[src/rtl/rst_seq.sv]
module rst_seq #(
  parameter int DRIVE_CYC   = 128,
  parameter int WAIT_CYC    = 64,
  parameter int SYNC_STAGES = 3
) (
  input  logic       clk,
  input  logic       por_req,
  input  logic       lvd_req,
  input  logic       bad_addr_req,
  input  logic       clkmon_fail,
  input  logic       clkmon_en,
  input  logic       selfclk_en,
  input  logic       wdog_expired,
  input  logic [2:0] wdog_rate,
  input  logic       pin_in,
  output logic       pin_drive_low,
  output logic       int_rst,
  output logic [1:0] src_code
);
  localparam int CNT_MAX = (DRIVE_CYC > WAIT_CYC) ? DRIVE_CYC : WAIT_CYC;
  localparam int CW      = $clog2(CNT_MAX + 1);

  typedef enum logic [1:0] {PH_IDLE, PH_DRIVE, PH_WAIT} phase_t;

  phase_t                 ph;
  logic [CW-1:0]          cnt;
  logic [SYNC_STAGES-1:0] sy;
  logic [5:0]             flg;

  logic cm_q, wd_q, ext_q, int_any, req_now, held;
  logic [5:0] raw;
  logic [1:0] cls;

  assign cm_q    = clkmon_fail & clkmon_en & ~selfclk_en;
  assign wd_q    = wdog_expired & (|wdog_rate);
  assign ext_q   = ~pin_in & (ph == PH_IDLE);
  assign int_any = por_req | lvd_req | bad_addr_req | cm_q | wd_q;
  assign req_now = int_any | ext_q;
  assign raw     = {wd_q, cm_q, bad_addr_req, ext_q, lvd_req, por_req};
  assign held    = sy[SYNC_STAGES-1];

  assign pin_drive_low = (ph == PH_DRIVE) | int_any;
  assign int_rst       = (ph != PH_IDLE) | req_now;

  always_comb begin
    if (~pin_in | flg[0] | flg[1]) cls = 2'd0;
    else if (flg[4])               cls = 2'd1;
    else if (flg[5])               cls = 2'd2;
    else if (flg[3])               cls = 2'd3;
    else                           cls = 2'd0;
  end

  always_ff @(posedge clk) begin
    if (req_now) sy <= '1;
    else         sy <= sy << 1;
  end

  always_ff @(posedge clk) begin
    if (req_now) begin
      ph  <= PH_DRIVE;
      cnt <= '0;
      flg <= flg | raw;
    end else begin
      case (ph)
        PH_DRIVE: begin
          if (held) cnt <= '0;
          else if (cnt == CW'(DRIVE_CYC - 1)) begin
            ph  <= PH_WAIT;
            cnt <= '0;
          end else cnt <= cnt + 1'b1;
        end
        PH_WAIT: begin
          if (cnt == CW'(WAIT_CYC - 1)) begin
            ph       <= PH_IDLE;
            cnt      <= '0;
            flg      <= '0;
            src_code <= cls;
          end else cnt <= cnt + 1'b1;
        end
        default: begin
          ph  <= PH_IDLE;
          cnt <= '0;
          flg <= '0;
        end
      endcase
    end
  end
endmodule


[config.mk]
export PLATFORM = sky130hd
export DESIGN_NAME = rst_seq
export DESIGN_NICKNAME = d
export VERILOG_FILES = /design/src/rtl/rst_seq.sv
export SDC_FILE = /design/constraint.sdc
export NUM_CORES = 1
export LEC_CHECK = 0
export ABC_AREA = 1
export BUFFER_PORTS_ARGS = -buffer_cell sky130_fd_sc_hd__buf_2
export CAP_MARGIN = 20
export CORE_MARGIN = 8
export CORE_UTILIZATION = 30
export DETAILED_ROUTE_END_ITERATION = 10
export SLEW_MARGIN = 20
export SYNTH_ARGS = -nofsm -noshare
export SYNTH_HDL_FRONTEND = slang
export SYNTH_SLANG_ARGS = --single-unit
[constraint.sdc]
create_clock -name clk -period 1.35 [get_ports clk]
set_clock_uncertainty 0.05 [all_clocks]
set_input_delay 0 -clock clk [delete_from_list [all_inputs] [get_ports clk]]
set_output_delay 0 -clock clk [all_outputs]
set_load 0.02 [all_outputs]
Yosys cells after proc, flatten, opt, wreduce, memory -nomap -nowiden
Index checks and enable logic that the tools add are counted.
Word-level totals
  register bits: 21
  bits in latches: 0
  memory bits (writable): 0
  memory bits (read-only): 0
  input port bits: 12
  output and inout bits: 4
  memories kept: 0
Operators by class
  add/sub/neg operators: 1
  $mul: 0
  div/mod/pow operators: 0
  $lt $le $gt $ge: 0
  equality and inequality tests: 9
  shifts and indexed selects: 0
  mux-type cells: 15
  bitwise logic cells: 17
  reductions and logical operators: 7
Operators with widths (count)
  8-bit 2-to-1 mux: 3
  8-bit case mux with 2 select lines: 1
  6-bit 2-to-1 mux: 2
  6-bit case mux with 2 select lines: 1
  2-bit 2-to-1 mux: 5
  1-bit OR: 9
  8-bit by 1-bit adder with 8-bit output (second input constant): 1
  8-bit by 6-bit equality test with 1-bit output (second input constant): 1
  8-bit by 7-bit equality test with 1-bit output (second input constant): 1
  2-bit != test (second input constant): 3
  6-bit OR: 1
  3-bit AND reduction: 2
  1-bit AND: 4
  2-bit case mux with 2 select lines: 1
  3-bit != test (second input constant): 1
  1-bit inverter: 3
  3-bit OR reduction: 1
  2-bit by 1-bit equality test with 1-bit output (second input constant): 1
  2-bit equality test (second input constant): 1
  2-bit zero test: 1
  1-bit 2-to-1 mux: 2
  2-bit by 1-bit != test with 1-bit output (second input constant): 1
  2-bit AND reduction: 1
  2-bit nonzero test: 1
  2-bit OR reduction: 1

Depth between registers and ports, before layout
  depth after elaboration: 7
  mapped depth: 8
  gate-level depth less buffers: 8

Least setup slack after synthesis
No wires, ideal clock.
  kind: reg2reg
  from: reg cnt[0]
  to: reg flg[0], enable pin
  library setup time: 0.313 ns
  arrival time: 1.098 ns
  required time: 0.987 ns
  path slack: -0.110 ns
  stages on the path, launching flop included: 8
  path buffers: 0
  period minus slack after synthesis: 1.460 ns
  path through: dfxtp_1 > ha_1 > nand2_2 > nor2_2 > nand3_2 > nand2_2 > nand2_1 > nand2_1
On the way
  word-level cells in the longest chain between the ends: 3
Ends and longest elaborated chain
  start, declared: RTL line 26  | logic [CW-1:0] cnt;
  start signal, assigned: RTL line 70  | end else cnt <= cnt + 1'b1;
  start signal, assigned: RTL line 78  | end else cnt <= cnt + 1'b1;
  8-bit by 6-bit equality test with 1-bit output: RTL line 73  | if (cnt == CW'(WAIT_CYC - 1)) begin
  3-bit != test (no source line)
  2-bit AND reduction (no source line)
  end signal, assigned: RTL line 62  | flg <= flg | raw;
  end, declared: RTL line 28  | logic [5:0] flg;
Every way passes these cells.
A chain may end at the register's enable or synchronous reset.

Final worst setup path
  from: reg ph[0]
  to: out int_rst
On the way
  word-level cells in the longest chain between the ends: 4
  elaborated cells on any way between the ends: 5
  classes of those cells: bitwise (3); reduce/logical (2)
Ends and longest elaborated chain
  start, declared: RTL line 25  | phase_t ph;
  start signal, assigned: RTL line 60  | ph <= PH_DRIVE;
  start signal, assigned: RTL line 68  | ph <= PH_WAIT;
  start signal, assigned: RTL line 74  | ph <= PH_IDLE;
  2-bit zero test: RTL line 36  | assign ext_q = ~pin_in & (ph == PH_IDLE);
  1-bit AND: RTL line 36
  1-bit OR: RTL line 38  | assign req_now = int_any | ext_q;
  via req_now: RTL line 30  | logic cm_q, wd_q, ext_q, int_any, req_now, held;
  1-bit OR: RTL line 43  | assign int_rst = (ph != PH_IDLE) | req_now;
  end, declared: RTL line 17  | output logic int_rst,
The timed path passes the listed nets, and every way through them passes these cells.

==> metrics.log <==
[metrics] net total in the final layout: 180
[metrics] pin count of the biggest net entering global routing: 12
[metrics] cell count after placement: 191
[metrics] maximum root-to-sink buffer count: 2
[metrics] Post-Synthesis Cells: 121
[metrics] top cell type's share of synthesized area: 0.265
[metrics] number of setup violations in the final report: 13
[metrics] biggest area consumer among synthesized cells: sky130_fd_sc_hd__dfxtp_1
[metrics] signal arrival time at the worst endpoint: 1.36 ns
[metrics] leading post-synthesis cells by cell area: sky130_fd_sc_hd__dfxtp_1 (26%), sky130_fd_sc_hd__edfxtp_1 (21%), sky130_fd_sc_hd__nand2_1 (11%)
[metrics] violation count after the first detailed-routing iteration: 25
[metrics] number of clock buffers inserted by TritonCTS: 3
[metrics] Worst Max-Slew Pin Slew: 0.221 ns
[metrics] startpoint-to-endpoint class of the critical path: reg2out
[metrics] number of max-cap violations: 0
[metrics] y dimension of the die: 73.3 microns
[metrics] standard cell core area: 0.00308 sq mm
[metrics] total of fill cells in the finished design: 284
[metrics] post-route minimum period: 1.41 ns
[metrics] outcome: finished with violations
[metrics] initial antenna violation count: 0
[metrics] final count of pins violating max slew: 0
[metrics] final estimated routing congestion in global placement: 0.738
[metrics] proportion of layout cells with a drive suffix above 1: 0.460
[metrics] Synth cell types: 20
[metrics] total I/O pin count: 16
[metrics] PnR Total Power: 0.00104 W
[metrics] H-tree depth: 1
[metrics] final critical-path setup slack: -0.0597 ns
[metrics] Static Leakage: 0.676 nW
[metrics] number of warnings printed during yosys synthesis: 0
[metrics] All-Layer GR Usage: 0.0826
[metrics] clock tree from TritonCTS: built
[metrics] worst slew margin relative to its limit: 0.852
[metrics] post-synthesis sequential element count: 20
[metrics] count of final hold-check violations: 0
[metrics] antenna diode count: 0
[metrics] number of remaining DRC errors: 0
[metrics] worst-path fanout max: 3
[metrics] number of I/O port buffers: 15
[metrics] unrepaired setup endpoints after global routing: yes
[metrics] Worst path slowest cell: sky130_fd_sc_hd__dfxtp_2
[metrics] critical path startpoint category: flip-flop
[metrics] fin crit share: 1.04
[metrics] die width: 73.3 microns
[metrics] die area: 0.00537 sq mm
[metrics] worst min path class: in2reg
[metrics] root buffer selected by CTS: sky130_fd_sc_hd__clkbuf_4
[metrics] total power per unit cell area: 693 mW/mm^2
[metrics] clock latency of the later-clocked register in the worst-skew pair: 0.31 ns
[metrics] number of flops mapped to enable cells by yosys: 7
[metrics] crit path capture type: output port
[metrics] routed wire length: 2.20 mm
[metrics] Clk pin slew, worst setup/hold paths: 0.12 ns
[metrics] effective utilization at floorplan: 0.320
[metrics] tightest hold margin: 0.0779 ns
[metrics] async set or reset register ratio after synthesis: 0
[metrics] setup slack, reg-to-reg: -0.03 ns
[metrics] GRT Residual Overflow: 0
[metrics] first-pass iteration count of the detailed router: 4
[metrics] critical path, cell by cell: inv_2 -> ha_4 -> nand2_4 -> nand3_4 -> clkinv_4 -> buf_6 -> nand2_4 -> buf_6
[metrics] most used standard cell by instance count after synthesis: sky130_fd_sc_hd__nand2_1
[metrics] total nets after synthesis: 137
[metrics] number of sinks handled by clock tree synthesis: 20
[metrics] area added between synthesis and finish: 52.7%
[metrics] list of most frequent post-synthesis cells: sky130_fd_sc_hd__nand2_1 (29), sky130_fd_sc_hd__nor2_1 (20), sky130_fd_sc_hd__inv_1 (18)
[metrics] number of cell rows: 20
[metrics] data required time of the critical path: 1.30 ns
[metrics] setup TNS after final layout: -0.278 ns
[metrics] global-route wire length before repair: 3.41 mm
[metrics] post-synthesis average cell area: 8.13 sq um
[metrics] CP max stage delay: 0.35 ns
[metrics] violated checks: negative setup slack
[metrics] Post-DP Area: 0.00124 sq mm
[metrics] post-synthesis instance area: 983 sq um
[metrics] Antenna Violating Nets Remaining: 0
[metrics] count of vias placed by the detailed router: 880
[metrics] maximum ir drop on the vdd rail: 0.300 mV
[metrics] DP Wirelength: 1.58 mm
[metrics] number of global-route vias before repair: 810
[metrics] flip-flop cell with the highest count after synthesis: sky130_fd_sc_hd__dfxtp_1
[metrics] via/cell ratio: 4.25
[metrics] Highest Clock Rate: 709 MHz
[metrics] drt wl/cell: 10.6 microns
[metrics] Final Instance Area: 0.00150 sq mm
[metrics] sequential fraction of the synthesis area: 0.478
[metrics] final non-filler cell total: 207
-- state kept, by name (all words and copies together) (netlist names) --
register  count
src_code      2
flg           5
ph            2
sy            3
cnt           8
-- critical path: cells and delay by family, from the launching register on --
| kind | cells | cell delay [ns] |
|---|---|---|
| buf+inv | 4 | 0.36 |
| simple gates | 3 | 0.20 |
| flops | 1 | 0.35 |
| fa+ha+maj | 1 | 0.15 |
-- metal layers --
layer | vias to the layer above | global-route usage | share of wire
met5 | - | 0 | 0
met3 | 4 | 0.0122 | 0.039
met1 | 398 | 0.0814 | 0.41
met2 | 14 | 0.153 | 0.53
li1 | 464 | - | -
met4 | 0 | 0.0600 | 0.024
-- placed cells by master, fill, tap and decap left out --
cell                            count
sky130_fd_sc_hd__xor2_1             2
sky130_fd_sc_hd__clkbuf_4           3
sky130_fd_sc_hd__nand2_1           21
sky130_fd_sc_hd__nand3_1            6
sky130_fd_sc_hd__ha_1               2
sky130_fd_sc_hd__nand2_2            4
sky130_fd_sc_hd__nand3_4            2
sky130_fd_sc_hd__dfxtp_2            2
sky130_fd_sc_hd__nor2_4             2
sky130_fd_sc_hd__a21oi_2            1
sky130_fd_sc_hd__nor2_1            17
sky130_fd_sc_hd__edfxtp_1           7
sky130_fd_sc_hd__clkbuf_1           1
sky130_fd_sc_hd__nand3_2            2
sky130_fd_sc_hd__dfxtp_1            9
sky130_fd_sc_hd__inv_2              4
sky130_fd_sc_hd__dfxtp_4            2
sky130_fd_sc_hd__nand2_4            6
sky130_fd_sc_hd__dlygate4sd3_1      4
sky130_fd_sc_hd__buf_2             13
sky130_fd_sc_hd__buf_12             1
sky130_fd_sc_hd__clkinv_4           1
sky130_fd_sc_hd__nor2_2             3
sky130_fd_sc_hd__o21ai_2            4
sky130_fd_sc_hd__ha_4               2
sky130_fd_sc_hd__buf_6              6
sky130_fd_sc_hd__nor3_1             1
sky130_fd_sc_hd__o21ai_4            1
sky130_fd_sc_hd__inv_1             14
sky130_fd_sc_hd__buf_4             14
sky130_fd_sc_hd__nand4_1            1
sky130_fd_sc_hd__xnor2_1            2
sky130_fd_sc_hd__or2_4              2
sky130_fd_sc_hd__a21oi_1            1
-- worst paths after layout --
path | endpoint | depth (start not counted) | from
hold reg to reg | sy[2]$_SDFF_PP1_ | 1 | sy[1]$_SDFF_PP1_
setup / recovery | int_rst | 8 | ph[0]$_SDFFE_PP1P_
hold / removal | flg[4]$_SDFFCE_PN0P_ | 4 | selfclk_en
setup reg to reg | cnt[5]$_SDFF_PP0_ | 8 | ph[0]$_SDFFE_PP1P_
-- report_power, final --
group / total, W / switching [W] / internal (W)
registers: 0.000648 / 0.0000126 / 0.000636
logic: 0.0000833 / 0.0000381 / 0.0000451
clock network: 0.000309 / 0.000194 / 0.000115
-- logic make-up (layout without fill, tap and decap cells) --
group | Yosys count | count (layout) | share of synthesized area
and+or+nand+nor | 67 | 67 | 0.318
DFF | 20 | 20 | 0.478
buffers and inverters | 19 | 61 | 0.0776
AOI/OAI and AO/OA | 7 | 7 | 0.0394
adders and majority gates | 4 | 4 | 0.0509
xor gates and xnor gates | 4 | 4 | 0.0356
-- area by class of cell --
class                           instances  area [sq um]  share of cell area
Timing Repair Buffer                   38           298               0.198
Multi-Input combinational cell         82           566               0.377
Tap cell                               44          55.1              0.0367
Clock buffer                            4          26.3              0.0175
Inverter                               19          76.3              0.0508
Sequential cell                        20           480               0.320
-- per-stage QoR --
stage,worst slack (ns),utilization
finish,-0.0597,0.488
global route,-0.111,0.488
global placement,-0.0347,0.404
CTS,-0.0490,0.463
detailed placement,-0.0816,0.404
floorplan,-0.0259,-
-- repair_timing --
item                                    4_1_cts  5_1_grt
pin swaps                                     8        5
setup buffers                                 7        1
resized for setup                            23       21
endpoints found under the hold margin         4        0
hold buffers                                  4        0
endpoints found under the setup margin       20       26
(Power assumes the default switching activity.)
